==> src/rtl/par_print_bridge.sv <==
module par_print_bridge #(
  parameter logic [4:0] LISTEN_ADDR = 5'd9,
  parameter int SETTLE_CYC = 4
) (
  input  logic       clk,
  input  logic       rst_n,
  input  logic [7:0] bus_data,
  input  logic       bus_valid_n,
  input  logic       bus_cmd_n,
  input  logic       bus_clear_n,
  output logic       bus_notready_n,
  output logic       bus_notaccepted_n,
  output logic [7:0] prn_data,
  output logic       prn_stb_n,
  input  logic       prn_ack_n,
  input  logic       prn_busy,
  input  logic       offline
);

  localparam int CW = $clog2(SETTLE_CYC + 1);

  typedef enum logic [1:0] {A_OFF, A_READY, A_TAKE} acc_t;
  typedef enum logic [1:0] {P_IDLE, P_SETUP, P_STROBE, P_RELEASE} prn_t;

  acc_t a_state;
  prn_t p_state;
  logic listening, buf_full;
  logic [7:0] buf_q;
  logic [CW-1:0] settle_q;

  wire attn      = !bus_cmd_n;
  wire engaged   = attn || listening;
  wire can_take  = attn || (!buf_full && !offline);
  wire take      = (a_state == A_READY) && engaged && can_take && !bus_valid_n;
  wire is_unl    = bus_data[6:0] == 7'h3F;
  wire is_my_lsn = (bus_data[6:5] == 2'b01) && (bus_data[4:0] == LISTEN_ADDR);
  wire done      = (p_state == P_RELEASE) && prn_ack_n;

  always_ff @(posedge clk or negedge rst_n) begin
    if (!rst_n) begin
      a_state   <= A_OFF;
      listening <= 1'b0;
      buf_full  <= 1'b0;
      buf_q     <= '0;
    end else if (!bus_clear_n) begin
      a_state   <= A_OFF;
      listening <= 1'b0;
      buf_full  <= 1'b0;
      buf_q     <= '0;
    end else begin
      case (a_state)
        A_OFF:   if (engaged) a_state <= A_READY;
        A_READY: if (!engaged) a_state <= A_OFF;
                 else if (take) a_state <= A_TAKE;
        A_TAKE:  if (bus_valid_n) a_state <= engaged ? A_READY : A_OFF;
        default: a_state <= A_OFF;
      endcase
      if (take && attn) begin
        if (is_unl) listening <= 1'b0;
        else if (is_my_lsn) listening <= 1'b1;
      end
      if (take && !attn) begin
        buf_q    <= bus_data;
        buf_full <= 1'b1;
      end else if (done) begin
        buf_full <= 1'b0;
      end
    end
  end

  always_ff @(posedge clk or negedge rst_n) begin
    if (!rst_n) begin
      p_state  <= P_IDLE;
      settle_q <= '0;
    end else if (!bus_clear_n) begin
      p_state  <= P_IDLE;
      settle_q <= '0;
    end else begin
      case (p_state)
        P_IDLE:
          if (buf_full && !offline && !prn_busy) begin
            p_state  <= P_SETUP;
            settle_q <= CW'(SETTLE_CYC - 1);
          end
        P_SETUP:
          if (settle_q == '0) p_state <= P_STROBE;
          else settle_q <= settle_q - 1'b1;
        P_STROBE:  if (!prn_ack_n) p_state <= P_RELEASE;
        P_RELEASE: if (prn_ack_n) p_state <= P_IDLE;
        default:   p_state <= P_IDLE;
      endcase
    end
  end

  assign bus_notaccepted_n = a_state != A_READY;
  assign bus_notready_n    = (a_state == A_OFF) ||
                             ((a_state == A_READY) && (can_take || !engaged));
  assign prn_stb_n = p_state != P_STROBE;
  assign prn_data  = ((p_state == P_SETUP) || (p_state == P_STROBE)) ? buf_q : 8'h00;

endmodule

==> config.mk <==
export PLATFORM = sky130hd
export DESIGN_NAME = par_print_bridge
export DESIGN_NICKNAME = d
export VERILOG_FILES = /design/src/rtl/par_print_bridge.sv
export SDC_FILE = /design/constraint.sdc
export NUM_CORES = 1
export LEC_CHECK = 0
export BUFFER_PORTS_ARGS = -buffer_cell sky130_fd_sc_hd__buf_2
export CORE_MARGIN = 5
export CORE_UTILIZATION = 35
export CTS_BUF_LIST = sky130_fd_sc_hd__clkbuf_2 sky130_fd_sc_hd__clkbuf_4 sky130_fd_sc_hd__clkbuf_8
export DETAILED_ROUTE_END_ITERATION = 12
export PLACE_DENSITY = 0.6
export SETUP_SLACK_MARGIN = 0.1
export SYNTH_ARGS = -nofsm -noshare
export SYNTH_HDL_FRONTEND = slang
export SYNTH_SLANG_ARGS = --single-unit
==> constraint.sdc <==
create_clock -name clk -period 2.15 [get_ports clk]
set_clock_uncertainty 0.05 [all_clocks]
set_input_delay 0.215 -clock clk [delete_from_list [all_inputs] [get_ports clk]]
set_output_delay 0.215 -clock clk [all_outputs]
set_load 0.01 [all_outputs]
==> out/summary.txt, run 1 <==
status - finished, final reports clean
setup TNS - 0 ns
Req. time, crit path - 1.88 ns
Post-Synth Adder-Cell Area - 0.0705
layout filler cell count - 293
max-slew violations - 0
Die Y - 65.2 um
crit path max fanout - 9
slowest stage cell, crit path - dfrtp_1
Synth Area in XOR/XNOR - 0
Worst Tran Pin Value - 0.603 ns
Max VDD drop - 0.209 mV
vias in the first global route - 969
Starting Density - 0.358
wire length per cell - 15.0 um
first-pass GRT wire length - 4430 um
clock buffer depth - 2
achievable frequency - 0.543 GHz
Residual DRC - 0
delay-heaviest family, CP - flip-flops
vias per cell - 5.49
sequential area share after synthesis - 0.400
drt pass-1 iters - 4
final setup violation count - 0
largest net degree at the start of global routing - 18
global route total overflow - 0
clock network latency to the later pin of the worst-skew pair - 0.30 ns
total track usage - 0.134
Final min period - 1.84 ns
relative max-transition margin - 0.596
die width - 65.2 um
antenna diode count - 0
CTS Root Cell - clkbuf_4
PD cells - 707 nW/um^2
area share of and/or/nand/nor cells after synthesis - 0.247
die area - 4250 um^2
ys flop type - dfrtp_1
Worst Setup End Kind - primary output
layout cell share with drive strength beyond 1 - 0.268
Final Cycle Share - 0.856
Cell Chain, Critical Path - inv_1 -> ha_1 -> and2_1 -> buf_2
IO Count - 27
Avg Inst Size Synth - 9.26 um^2
RSZ-0062 raised after global routing - false
non-filler cells, final - 175
Pleak - 0.576 nW
gpl congestion - 0.759
drt first-iter violations - 98
Buf+Inv Stages, Crit Path - 2
cell row count - 20
core area - 2980 um^2
number of synthesized flops with an enable pin - 0
Crit Path Class - flip-flop to primary output
Synthesis Warnings - 0
initial antenna violation count - 0
Hold WC Path Type - input pin to flip-flop
CP max stage delay - 0.44 ns
final total power - 889 uW
clock slew at reported path FFs - 0.11 ns
post-layout util - 0.422
fraction of registers with async set/reset - 1.00
CTS resizes - 0
Total Wirelength - 2620 um
maxcap violations - 0
Final Hold Vio Count - 0
CP Launch Type - flip-flop
Num CTS Buffers - 3
# clock sinks - 17
via count - 960
synthesis-stage register bit count - 17
Setup Buffers After CTS - 0
antenna viol nets, final - 0
post-DP HPWL - 1910 um
Mapped Cells - 115
largest family of logic cells by synthesized area - simple AND/OR/NAND/NOR gates
synth unique cells - 36
synthesized cell area - 1060 um^2
post-synthesis net count - 137
CTS tree - yes
Nets - 165
area growth from synthesis to layout - 18.1%
post-synthesis mux area share - 0.0411
Worst Path Arrival - 1.58 ns
Synth Area in Compound Gates - 0.195
PortBufs - 26
placed cells - 170
H-tree Lvls - 1
-- cell usage after synthesis (2+ instances only) --
cell type,n,area share
nor2b_1,2,0.012
and2_1,8,0.047
nor2_1,2,0.0071
mux2_2,3,0.032
nand3_1,10,0.047
ha_1,6,0.071
o211ai_1,3,0.021
or3_1,2,0.012
a21oi_1,13,0.061
o21ai_0,10,0.047
nand2_1,4,0.014
dfrtp_1,17,0.40
nor3b_1,2,0.014
clkbuf_1,3,0.011
inv_1,9,0.032
-- cells by family (layout without fill, tap and decap cells) --
| group | Yosys count | in the layout |
|---|---|---|
| simple gates | 41 | 41 |
| fa+ha+maj | 6 | 6 |
| compound gates | 34 | 34 |
| buf+inv | 13 | 40 |
| flops | 17 | 17 |
| mux | 4 | 4 |
-- registers in the layout (all words and copies together), names as in the netlist --
| name | count |
|---|---|
| settle_q | 3 |
| p_state | 2 |
| buf_full | 1 |
| a_state | 2 |
| listening | 1 |
| buf_q | 8 |
-- cell type report --
class                      instances  area, um^2  share of cell area
sequential                        17         425               0.338
timing repair buffer              27         140               0.111
tap                               33        41.3              0.0328
clock inverter                     1        5.00             0.00398
multi-input combinational         85         589               0.469
clock buffer                       3        22.5              0.0179
inverter                           9        33.8              0.0269
-- cells in the final DEF (no fill, tap or decap), types with 2 or more instances in the layout --
cell type and instances:
buf_2 26, dfrtp_1 17, a21oi_1 13, o21ai_0 10, nand3_1 10, inv_1 9, and2_1 8, ha_1 6
nand2_1 4, mux2_2 3, o211ai_1 3, clkbuf_4 3, nor2_1 2, nor3b_1 2, or3_1 2, nor2b_1 2
-- worst min-delay path, delay by kind of cell --
kind | cells | cell delay, ns
simple gates | 1 | 0.05
compound gates | 1 | 0.06
buf+inv | 1 | 0.09
-- routing by layer --
metal | up-vias | GRT usage | routed length (um)
li1 | 473 | - | -
met1 | 456 | 0.174 | 1270
met2 | 27 | 0.209 | 1170
met3 | 4 | 0.0325 | 158
met4 | 0 | 0.0596 | 27
met5 | - | 0 | 0
-- timing repair --
action | 4_1_cts | 5_1_grt
endpoints found under the hold margin | 17 | 0
setup endpoints to repair | 0 | 0
hold buffers | 1 | 0
-- stage by stage --
step | hold slack, ns | instance area (um^2) | setup slack (ns)
floorplan | -0.131 | 1060 | 0.600
global placement | 0.113 | 1220 | 0.509
detailed placement | 0.121 | 1220 | 0.457
CTS | 0.106 | 1260 | 0.288
global route | 0.115 | 1260 | 0.188
finish | 0.109 | 1260 | 0.310
-- power by group --
part | switching (mW) | total [mW] | internal, mW | leakage (nW)
logic | 0.175 | 0.318 | 0.143 | 0.328
registers | 0.0299 | 0.387 | 0.357 | 0.230
clock network | 0.114 | 0.184 | 0.0693 | 0.0177
total | 0.319 | 0.889 | 0.570 | 0.576
-- worst paths after layout --
| kind | startpoint | end | slack [ns] | depth (start not counted) |
|---|---|---|---|---|
| max in group asynchronous | rst_n | a_state[1]$_DFFE_PN0P_ | 1.45 | 2 |
| worst max register to register | p_state[1]$_DFFE_PN0P_ | settle_q[1]$_DFFE_PN0P_ | 0.42 | 5 |
| worst min-delay path | bus_data[7] | buf_q[7]$_DFFE_PN0P_ | 0.11 | 3 |
| worst min register to register | buf_q[6]$_DFFE_PN0P_ | buf_q[6]$_DFFE_PN0P_ | 0.49 | 2 |
| min in group asynchronous | rst_n | p_state[1]$_DFFE_PN0P_ | 0.31 | 2 |
| worst max-delay path | p_state[1]$_DFFE_PN0P_ | prn_data[7] | 0.31 | 4 |
No activity file was read; power rests on OpenSTA's default activity.
==> run 2, diff against run 1 <==
CORE_MARGIN = 4   (was 5)
PLACE_DENSITY = 0.61   (was 0.6)
clock period = 2.4 ns   (was 2.15 ns; I/O delays follow)
==> out/summary.txt, run 2 (synthesis gave the netlist of run 1 again) <==
CP max stage delay - 0.46 ns (was 0.44 ns)
global route total overflow - 0 (unchanged)
relative max-transition margin - 0.635 (was 0.596)
first-pass GRT wire length - 4630 um (was 4430 um)
Total Wirelength - 2620 um (about the same)
setup TNS - 0 ns (unchanged)
worst reg2reg startpoint - p_state[1]$_DFFE_PN0P_ (unchanged)
cell row count - 19 (was 20)
total track usage - 0.144 (was 0.134)
final setup violation count - 0 (unchanged)
max-slew violations - 0 (unchanged)
Sw Ratio - 0.357 (was 0.359)
post-layout util - 0.444 (was 0.422)
# clock sinks - 17 (unchanged)
Die Y - 63.2 um (was 65.2 um)
antenna viol nets, final - 0 (unchanged)
max reg flops - 8 (unchanged)
most frequent cells in the layout - buf_2, dfrtp_1, a21oi_1 (unchanged)
die width - 63.2 um (was 65.2 um)
clock network latency to the later pin of the worst-skew pair - 0.30 ns (about the same)
area growth from synthesis to layout - 17.9% (was 18.1%)
hold path startpoint - bus_data[7] (unchanged)
wire length per cell - 15.1 um (was 15.0 um)
met1 WL - 1270 um (about the same)
drt pass-1 iters - 4 (unchanged)
reg2reg path depth - 5 (unchanged)
vias in the first global route - 1007 (was 969)
Hold Path Stages - 3 (unchanged)
Critical Path Source - p_state[1]$_DFFE_PN0P_ (unchanged)
post-DP HPWL - 1940 um (was 1910 um)
Cell Chain, Critical Path - inv_1 -> ha_1 -> and2_1 -> buf_2 (unchanged)
clock slew at reported path FFs - 0.11 ns (about the same)
Final Cycle Share - 0.791
Min-Delay Endpoint - buf_q[7]$_DFFE_PN0P_ (unchanged)
PortBufs - 26 (unchanged)
biggest regs - buf_q (8), settle_q (3) (unchanged)
Final min period - 1.90 ns
sw power - 283 uW (was 319 uW)
CP Launch Type - flip-flop (unchanged)
met2 wire len - 1210 um (was 1170 um)
most common cell after layout, fill and taps aside - buf_2 (unchanged)
R2R Path End - settle_q[0]$_DFFE_PN0P_ (was settle_q[1]$_DFFE_PN0P_)
PD cells - 631 nW/um^2 (was 707 nW/um^2)
antenna diode count - 0 (unchanged)
Hold WC Path Type - input pin to flip-flop (unchanged)
Crit Path Class - flip-flop to primary output (unchanged)
Final Hold Vio Count - 0 (unchanged)
highest metal used - met4 (unchanged)
slowest stage cell, crit path - ha_1 (was dfrtp_1)
Pleak - 0.576 nW (unchanged)
drt first-iter violations - 35 (was 98)
gpl congestion - 0.798 (was 0.759)
initial antenna violation count - 0 (unchanged)
Sequential Power Share - 0.441 (was 0.436)
Area after DPL - 1220 um^2 (about the same)
vias per cell - 5.53 (was 5.49)
H-tree Lvls - 1 (unchanged)
Comb pwr share - 0.356 (was 0.358)
R2R setup slack - 0.66 ns (was 0.42 ns)
hold_ws - 0.133 ns (was 0.109 ns)
CTS resizes - 0 (unchanged)
Worst Tran Pin Value - 0.546 ns (was 0.603 ns)
largest net degree at the start of global routing - 18 (unchanged)
achievable frequency - 0.527 GHz
Pint - 510 uW (was 570 uW)
maxcap violations - 0 (unchanged)
Largest Register - buf_q (unchanged)
Nets - 165 (unchanged)
IO Count - 27 (unchanged)
status - finished, final reports clean (unchanged)
Num CTS Buffers - 3 (unchanged)
Clock Power Share - 0.202 (was 0.207)
crit path max fanout - 9 (unchanged)
post-route design area - 1250 um^2 (was 1260 um^2)
Starting Density - 0.376 (was 0.358)
Req. time, crit path - 2.11 ns (was 1.88 ns)
core area - 2830 um^2 (was 2980 um^2)
Max VDD drop - 0.275 mV (was 0.209 mV)
Setup Buffers After CTS - 0 (unchanged)
met3 wire length - 117 um (was 158 um)
via count - 957 (was 960)
Worst Setup End Kind - primary output (unchanged)
die area - 3990 um^2 (was 4250 um^2)
layout filler cell count - 279 (was 293)
CTS tree - yes (unchanged)
layout cell share with drive strength beyond 1 - 0.268 (unchanged)
Worst Path Arrival - 1.61 ns (was 1.58 ns)
CTS Root Cell - clkbuf_4 (unchanged)
clock buffer depth - 2 (unchanged)
final total power - 792 uW (was 889 uW)
Residual DRC - 0 (unchanged)
RSZ-0062 raised after global routing - false (unchanged)
==> run 2: cell counts in the layout (fill, tap and decap cells not counted) <==
No cell type changed its count.
==> run 2: power by group through the flow <==
stage	registers (mW)	logic [mW]	clock network (mW)
after floorplan	0.346	0.205	0
after global placement	0.352	0.274	0
after detailed placement	0.355	0.284	0
after CTS	0.350	0.286	0.169
after global routing	0.356	0.326	0.183
final	0.350	0.282	0.160
==> run 2: critical path, delay by kind of cell, from the launching register on <==
family                     cells  cell delay [ns]
DFF                            1             0.44
and+or+nand+nor                1             0.19
adders and majority gates      1             0.46
buffers and inverters          2             0.23
==> run 2: what timing repair did <==
item                                    CTS  global route
endpoints found under the setup margin    0             0
endpoints found under the hold margin    17             0
hold buffers                              1             0
==> run 2: routing by layer <==
metal / vias up / GRT usage
li1: 476 / -
met2: 21 / 0.235
met3: 2 / 0.0426
met5: - / 0
met1: 458 / 0.187
met4: 0 / 0.0331
==> run 2: worst max path at each step <==
| stage | end | slack (ns) |
|---|---|---|
| 5_1_grt | prn_data[6] | 0.37 |
| 6_report | prn_data[4] | 0.50 |
| 3_5_place_dp | settle_q[1]$_DFFE_PN0P_ | 0.67 |
| 4_1_cts | prn_data[4] | 0.47 |
| 3_3_place_gp | settle_q[0]$_DFFE_PN0P_ | 0.71 |
| 2_1_floorplan | settle_q[0]$_DFFE_PN0P_ | 0.85 |
==> run 2: cell type report <==
class                      instances  area, um^2  area share
tap                               31        38.8      0.0309
sequential                        17         425       0.339
inverter                           9        33.8      0.0269
clock inverter                     1        5.00     0.00399
clock buffer                       3        22.5      0.0179
multi-input combinational         85         589       0.470
timing repair buffer              27         140       0.112
==> run 2: metrics by stage <==
stage                     setup slack (ns)  cells
final                                0.502    173
after global routing                 0.367    173
after CTS                            0.469    173
after detailed placement             0.669    168
after global placement               0.706    168
after floorplan                      0.850    115
